<file path="src/rtl/lstr_pkg.sv">
package lstr_pkg;

    localparam int LSTR_DW = 8;

    typedef logic [LSTR_DW-1:0] dly_t;

    typedef struct packed {
        dly_t start;
        dly_t cls_on;
        dly_t cls_off;
        dly_t ps_off;
        dly_t ps_on;
        dly_t rev;
    } dly_set_t;

    typedef enum logic [1:0] {
        CELL_PULSE,
        CELL_LEVEL,
        CELL_TOGGLE
    } cell_mode_e;

    // start pulse position: one before the programmed value, floored at zero
    function automatic dly_t start_target(input dly_t b);
        return (b == '0) ? '0 : b - dly_t'(1);
    endfunction

endpackage

</file>
<file path="src/rtl/lstr_dly_hold.sv">
module lstr_dly_hold
    import lstr_pkg::*;
(
    input  logic     clk,
    input  logic     rst,
    input  logic     restart,
    input  dly_set_t live,
    output dly_set_t eff
);
    dly_set_t held;

    always_ff @(posedge clk) begin
        if (rst)
            held <= '0;
        else if (restart)
            held <= live;
    end

    // the reference edge uses the live values, the rest of the line the held copy
    always_comb eff = restart ? live : held;


    held_stable_chk: assert property (@(posedge clk) disable iff (rst)
        !restart |=> $stable(held));

endmodule

</file>
<file path="src/rtl/lstr_line_cnt.sv">
module lstr_line_cnt #(
    parameter int DW = 8
) (
    input  logic        clk,
    input  logic        rst,
    input  logic        restart,
    output logic [DW:0] pos_next,
    output logic        pos_live
);
    localparam logic [DW:0] CAP = (DW+1)'(1) << DW;

    logic [DW:0] pos_q;

    always_comb begin
        if (restart)
            pos_next = '0;
        else if (pos_q == CAP)
            pos_next = CAP;
        else
            pos_next = pos_q + (DW+1)'(1);
        pos_live = !pos_next[DW];
    end

    always_ff @(posedge clk) begin
        if (rst)
            pos_q <= CAP;
        else
            pos_q <= pos_next;
    end


    cnt_step_chk: assert property (@(posedge clk) disable iff (rst)
        (!restart && pos_q != CAP) |=> pos_q == $past(pos_q) + (DW+1)'(1));

endmodule

</file>
<file path="src/rtl/lstr_edge_cell.sv">
module lstr_edge_cell
    import lstr_pkg::*;
#(
    parameter cell_mode_e MODE = CELL_LEVEL,
    parameter logic       IDLE = 1'b0
) (
    input  logic clk,
    input  logic rst,
    input  logic hit_a,
    input  logic hit_b,
    output logic q
);
    generate
        if (MODE == CELL_PULSE) begin : g_pulse
            // hit_b inhibits the pulse
            always_ff @(posedge clk) begin
                if (rst) q <= IDLE;
                else     q <= (hit_a && !hit_b) ? !IDLE : IDLE;
            end
        end else if (MODE == CELL_LEVEL) begin : g_level
            // hit_a drives the active level and wins over hit_b
            always_ff @(posedge clk) begin
                if (rst)        q <= IDLE;
                else if (hit_a) q <= !IDLE;
                else if (hit_b) q <= IDLE;
            end

            level_move_chk: assert property (@(posedge clk) disable iff (rst)
                !$stable(q) |-> $past(hit_a || hit_b));
        end else begin : g_toggle
            always_ff @(posedge clk) begin
                if (rst)                   q <= IDLE;
                else if (hit_a && !hit_b)  q <= !q;
            end

            tog_cause_chk: assert property (@(posedge clk) disable iff (rst)
                !$stable(q) |-> $past(hit_a));
        end
    endgenerate

endmodule

</file>
<file path="src/rtl/lstr_strobe_gen.sv">
module lstr_strobe_gen
    import lstr_pkg::*;
(
    input  logic                 clk,
    input  logic                 rst,
    input  logic                 line_start,
    input  logic [LSTR_DW-1:0]   dly_start,
    input  logic [LSTR_DW-1:0]   dly_cls_on,
    input  logic [LSTR_DW-1:0]   dly_cls_off,
    input  logic [LSTR_DW-1:0]   dly_ps_off,
    input  logic [LSTR_DW-1:0]   dly_ps_on,
    input  logic [LSTR_DW-1:0]   dly_rev,
    output logic                 start_pulse,
    output logic                 clk_sel,
    output logic                 pwr_sel,
    output logic                 rev_out
);
    localparam int DW = LSTR_DW;

    dly_set_t    live_d;
    dly_set_t    eff_d;
    logic [DW:0] pos_next;
    logic        pos_live;
    dly_t        pos;
    logic        hit_start, hit_cls_on, hit_cls_off, hit_ps_off, hit_ps_on, hit_rev;

    always_comb begin
        live_d.start   = dly_start;
        live_d.cls_on  = dly_cls_on;
        live_d.cls_off = dly_cls_off;
        live_d.ps_off  = dly_ps_off;
        live_d.ps_on   = dly_ps_on;
        live_d.rev     = dly_rev;
    end

    lstr_dly_hold u_hold (
        .clk     (clk),
        .rst     (rst),
        .restart (line_start),
        .live    (live_d),
        .eff     (eff_d)
    );

    lstr_line_cnt #(.DW(DW)) u_cnt (
        .clk      (clk),
        .rst      (rst),
        .restart  (line_start),
        .pos_next (pos_next),
        .pos_live (pos_live)
    );

    always_comb begin
        pos         = pos_next[DW-1:0];
        hit_start   = pos_live && (pos == start_target(eff_d.start));
        hit_cls_on  = pos_live && (pos == eff_d.cls_on);
        hit_cls_off = pos_live && (pos == eff_d.cls_off);
        hit_ps_off  = pos_live && (pos == eff_d.ps_off);
        hit_ps_on   = pos_live && (pos == eff_d.ps_on);
        hit_rev     = pos_live && (pos == eff_d.rev);
    end

    lstr_edge_cell #(.MODE(CELL_PULSE), .IDLE(1'b0)) u_start (
        .clk (clk), .rst (rst), .hit_a (hit_start), .hit_b (1'b0), .q (start_pulse)
    );

    lstr_edge_cell #(.MODE(CELL_LEVEL), .IDLE(1'b0)) u_cls (
        .clk (clk), .rst (rst), .hit_a (hit_cls_on), .hit_b (hit_cls_off), .q (clk_sel)
    );

    lstr_edge_cell #(.MODE(CELL_LEVEL), .IDLE(1'b1)) u_ps (
        .clk (clk), .rst (rst), .hit_a (hit_ps_off), .hit_b (hit_ps_on), .q (pwr_sel)
    );

    lstr_edge_cell #(.MODE(CELL_TOGGLE), .IDLE(1'b0)) u_rev (
        .clk (clk), .rst (rst), .hit_a (hit_rev), .hit_b (1'b0), .q (rev_out)
    );


    pulse_width_chk: assert property (@(posedge clk) disable iff (rst)
        (start_pulse && !line_start) |=> !start_pulse);


    idle_hold_chk: assert property (@(posedge clk) disable iff (rst)
        (!pos_live && !start_pulse) |=> $stable({start_pulse, clk_sel, pwr_sel, rev_out}));

endmodule

</file>
<file path="config.mk">
export PLATFORM = sky130hd
export DESIGN_NAME = lstr_strobe_gen
export DESIGN_NICKNAME = d
export VERILOG_FILES = /design/src/rtl/lstr_pkg.sv /design/src/rtl/lstr_dly_hold.sv /design/src/rtl/lstr_line_cnt.sv /design/src/rtl/lstr_edge_cell.sv /design/src/rtl/lstr_strobe_gen.sv
export SDC_FILE = /design/constraint.sdc
export NUM_CORES = 1
export LEC_CHECK = 0
export CAP_MARGIN = 20
export CORE_ASPECT_RATIO = 1.1
export CORE_UTILIZATION = 50
export DETAILED_ROUTE_END_ITERATION = 10
export PLACE_DENSITY = 0.74
export SYNTH_ARGS = -nofsm -noshare
export SYNTH_HDL_FRONTEND = slang
export SYNTH_SLANG_ARGS = --single-unit
</file>
<file path="constraint.sdc">
create_clock -name clk -period 6.8 [get_ports clk]
set_input_delay 1.36 -clock clk [delete_from_list [all_inputs] [get_ports clk]]
set_output_delay 1.36 -clock clk [all_outputs]
set_load 0.02 [all_outputs]
</file>
==> impl_metrics.json <==
{
  "synth_area_mm2": 0.00402,
  "grt_max_degree": 62,
  "die_w_um": 87.4,
  "area_growth_pct": 18.1,
  "dr_wl_met3_um": 741,
  "met1_length_um": 4420,
  "holdPathStages": 2,
  "io_pins": 55,
  "rsz0062_at_grt": "false",
  "report.final.slew_viol_count": 0,
  "postSynthCellCount": 457,
  "fmax_mhz": 250,
  "seqCellArea_mm2": 0.00122,
  "routed.top_layer": "met4",
  "io_buffers": 54,
  "total_power_mw": 0.940,
  "final.setup.worst_slack_ps": 2800,
  "vdd_drop_max_mv": 0.116,
  "leakage_nw": 1.82,
  "ys_seq_area_frac": 0.304,
  "start_kind": "input port",
  "cp.arrival_ps": 4230,
  "rows": 33,
  "yosys_warnings": 0,
  "synth_nets": 511,
  "clock_path_buffers": 2,
  "ant_nets": 0,
  "grt-ovfl-total": 0,
  "synth_edf_count": 0,
  "power_density_mw_per_mm2": 198,
  "drive_above_1_share": 0.0909,
  "grt_pass1_vias": 3517,
  "fin_skew_ps": 3.71,
  "postRouteWirelength_um": 10500,
  "dr.pass1.iters": 5,
  "cts_tree": "built",
  "max_slew_margin": 0.460,
  "cts_sinks": 61,
  "period_share": 0.588,
  "synth_flop_cell": "dfxtp_1",
  "worstMarginPinSlew_ps": 807,
  "fp.dieH_um": 96.0,
  "grt_pass1_wl_um": 17100,
  "initial_core_util": 0.528,
  "finalNetCount": 544,
  "setup.worst_path.end_class": "flop",
  "cts_resized": 0,
  "gp_congestion": 0.911,
  "h-tree-depth": 3,
  "multi_input_area_mm2": 0.00258,
  "coreArea_mm2": 0.00760,
  "synth_seq_cells": 61,
  "synth.avg_cell_area_um2": 8.79,
  "ctsHoldBuffers": 0,
  "hp-class": "reg -> reg",
  "drc": 0,
  "asyncSetResetFlopFracSynth": 0,
  "period_needed_ps": 4000,
  "wire_per_inst_um": 17.5,
  "cp.required_ps": 7040,
  "critPathKind": "in -> reg",
  "tns_ps": 0,
  "ff2ff_path_depth": 7,
  "grtUsageTotal": 0.268,
  "insertion_delay_ps": 350,
  "status": "completed",
  "place_ws_ps": 2470,
  "wl_met2_um": 5170,
  "dp_hpwl_um": 7440,
  "cap_viol_max_count": 0,
  "antenna_found_initial": 0,
  "dr_total_vias": 3715,
  "diodes": 0,
  "cts_made_buffers": 9,
  "cts_setup_buffers": 0,
  "clkTransAtPathRegs_ps": 70,
  "path_max_fanout": 52,
  "fp.dieArea_mm2": 0.00839,
  "nFillCells": 694,
  "first_iter_violations": 314,
  "cts-root-buf": "clkbuf_8",
  "setup_viol": 0,
  "ys_types": 76,
  "vias_per_cell": 6.19,
  "hold_violations": 0
}
-- worst max-delay path, stage by stage --
cell	delay, ps
buf_4	480
buf_4	610
inv_2	400
o211a_1	240
nor3_1	580
o211ai_1	180
nor4_1	280
a211oi_1	70
-- cell type report --
class | count | area share
clock inverters | 7 | 0.0190
multi-input cells | 351 | 0.545
inverters | 11 | 0.00871
repair buffers | 56 | 0.116
flip-flops and latches | 61 | 0.258
clock buffers | 9 | 0.0261
well taps | 105 | 0.0277
-- metal layers --
layer | up-vias | track usage
li1 | 1745 | -
met3 | 22 | 0.0617
met2 | 155 | 0.467
met1 | 1793 | 0.323
met5 | - | 0
met4 | 0 | 0.0943
-- cells by family after synthesis --
logic type      synth area share
simple gates               0.226
fa+ha+maj                0.00935
flops                      0.304
buf+inv                   0.0520
compound gates             0.172
xor+xnor                   0.110
mux                        0.127
-- report_power, final --
part	internal (mW)	total, mW	switching (mW)
logic	0.0928	0.186	0.0937
registers	0.378	0.396	0.0180
clock network	0.204	0.358	0.154
total	0.675	0.940	0.265
-- worst paths after layout --
path	from	end	slack, ps
worst max-delay path	line_start	u_ps.q	2800
worst min-delay path	u_hold.held[28]	u_hold.held[28]	480
worst max register to register	u_cnt.pos_q[0]	u_rev.q	3630
worst min register to register	u_hold.held[28]	u_hold.held[28]	480
-- cells in the mapped netlist, drive strengths merged, types with 7 or more instances --
library cell,instances,area share
nor2,69,0.067
dfxtp,61,0.30
mux2i,44,0.11
buf,22,0.031
xnor2,21,0.046
a21oi,17,0.021
nand2,17,0.016
o21ai,14,0.021
clkbuf,12,0.011
inv,11,0.010
nand3,11,0.014
nor3,10,0.012
nor4,10,0.017
xor2,9,0.020
a31oi,8,0.012
nor4b,8,0.023
xnor3,8,0.045
a211oi,7,0.013
o22ai,7,0.012
-- layout by cell type (no fill, tap or decap), types with 8 or more instances in the layout --
cell type / count
nor2_1: 67
dfxtp_1: 61
clkdlybuf4s50_1: 52
mux2i_1: 44
xnor2_1: 21
a21oi_1: 17
nand2_1: 17
nand3_1: 11
inv_1: 10
nor3_1: 10
nor4_1: 9
xor2_1: 9
o21ai_0: 9
clkbuf_8: 9
a31oi_1: 8
xnor3_1: 8
-- state kept, by name (all words and copies together), names as in the netlist --
register,count
u_cls.q,1
u_cnt.pos_q,9
u_hold.held,48
u_ps.q,1
u_rev.q,1
u_start.q,1
-- through the flow --
step | std cells | utilization | instance area [µm²] | hold slack, ps
after CTS | 600 | 0.624 | 4740 | 484
after floorplan | 457 | - | 4020 | 454
after global placement | 584 | 0.596 | 4530 | 466
after detailed placement | 584 | 0.596 | 4530 | 473
final | 600 | 0.624 | 4740 | 481
after global routing | 600 | 0.624 | 4740 | 498
Note: power is estimated with default switching activity, not from simulation.
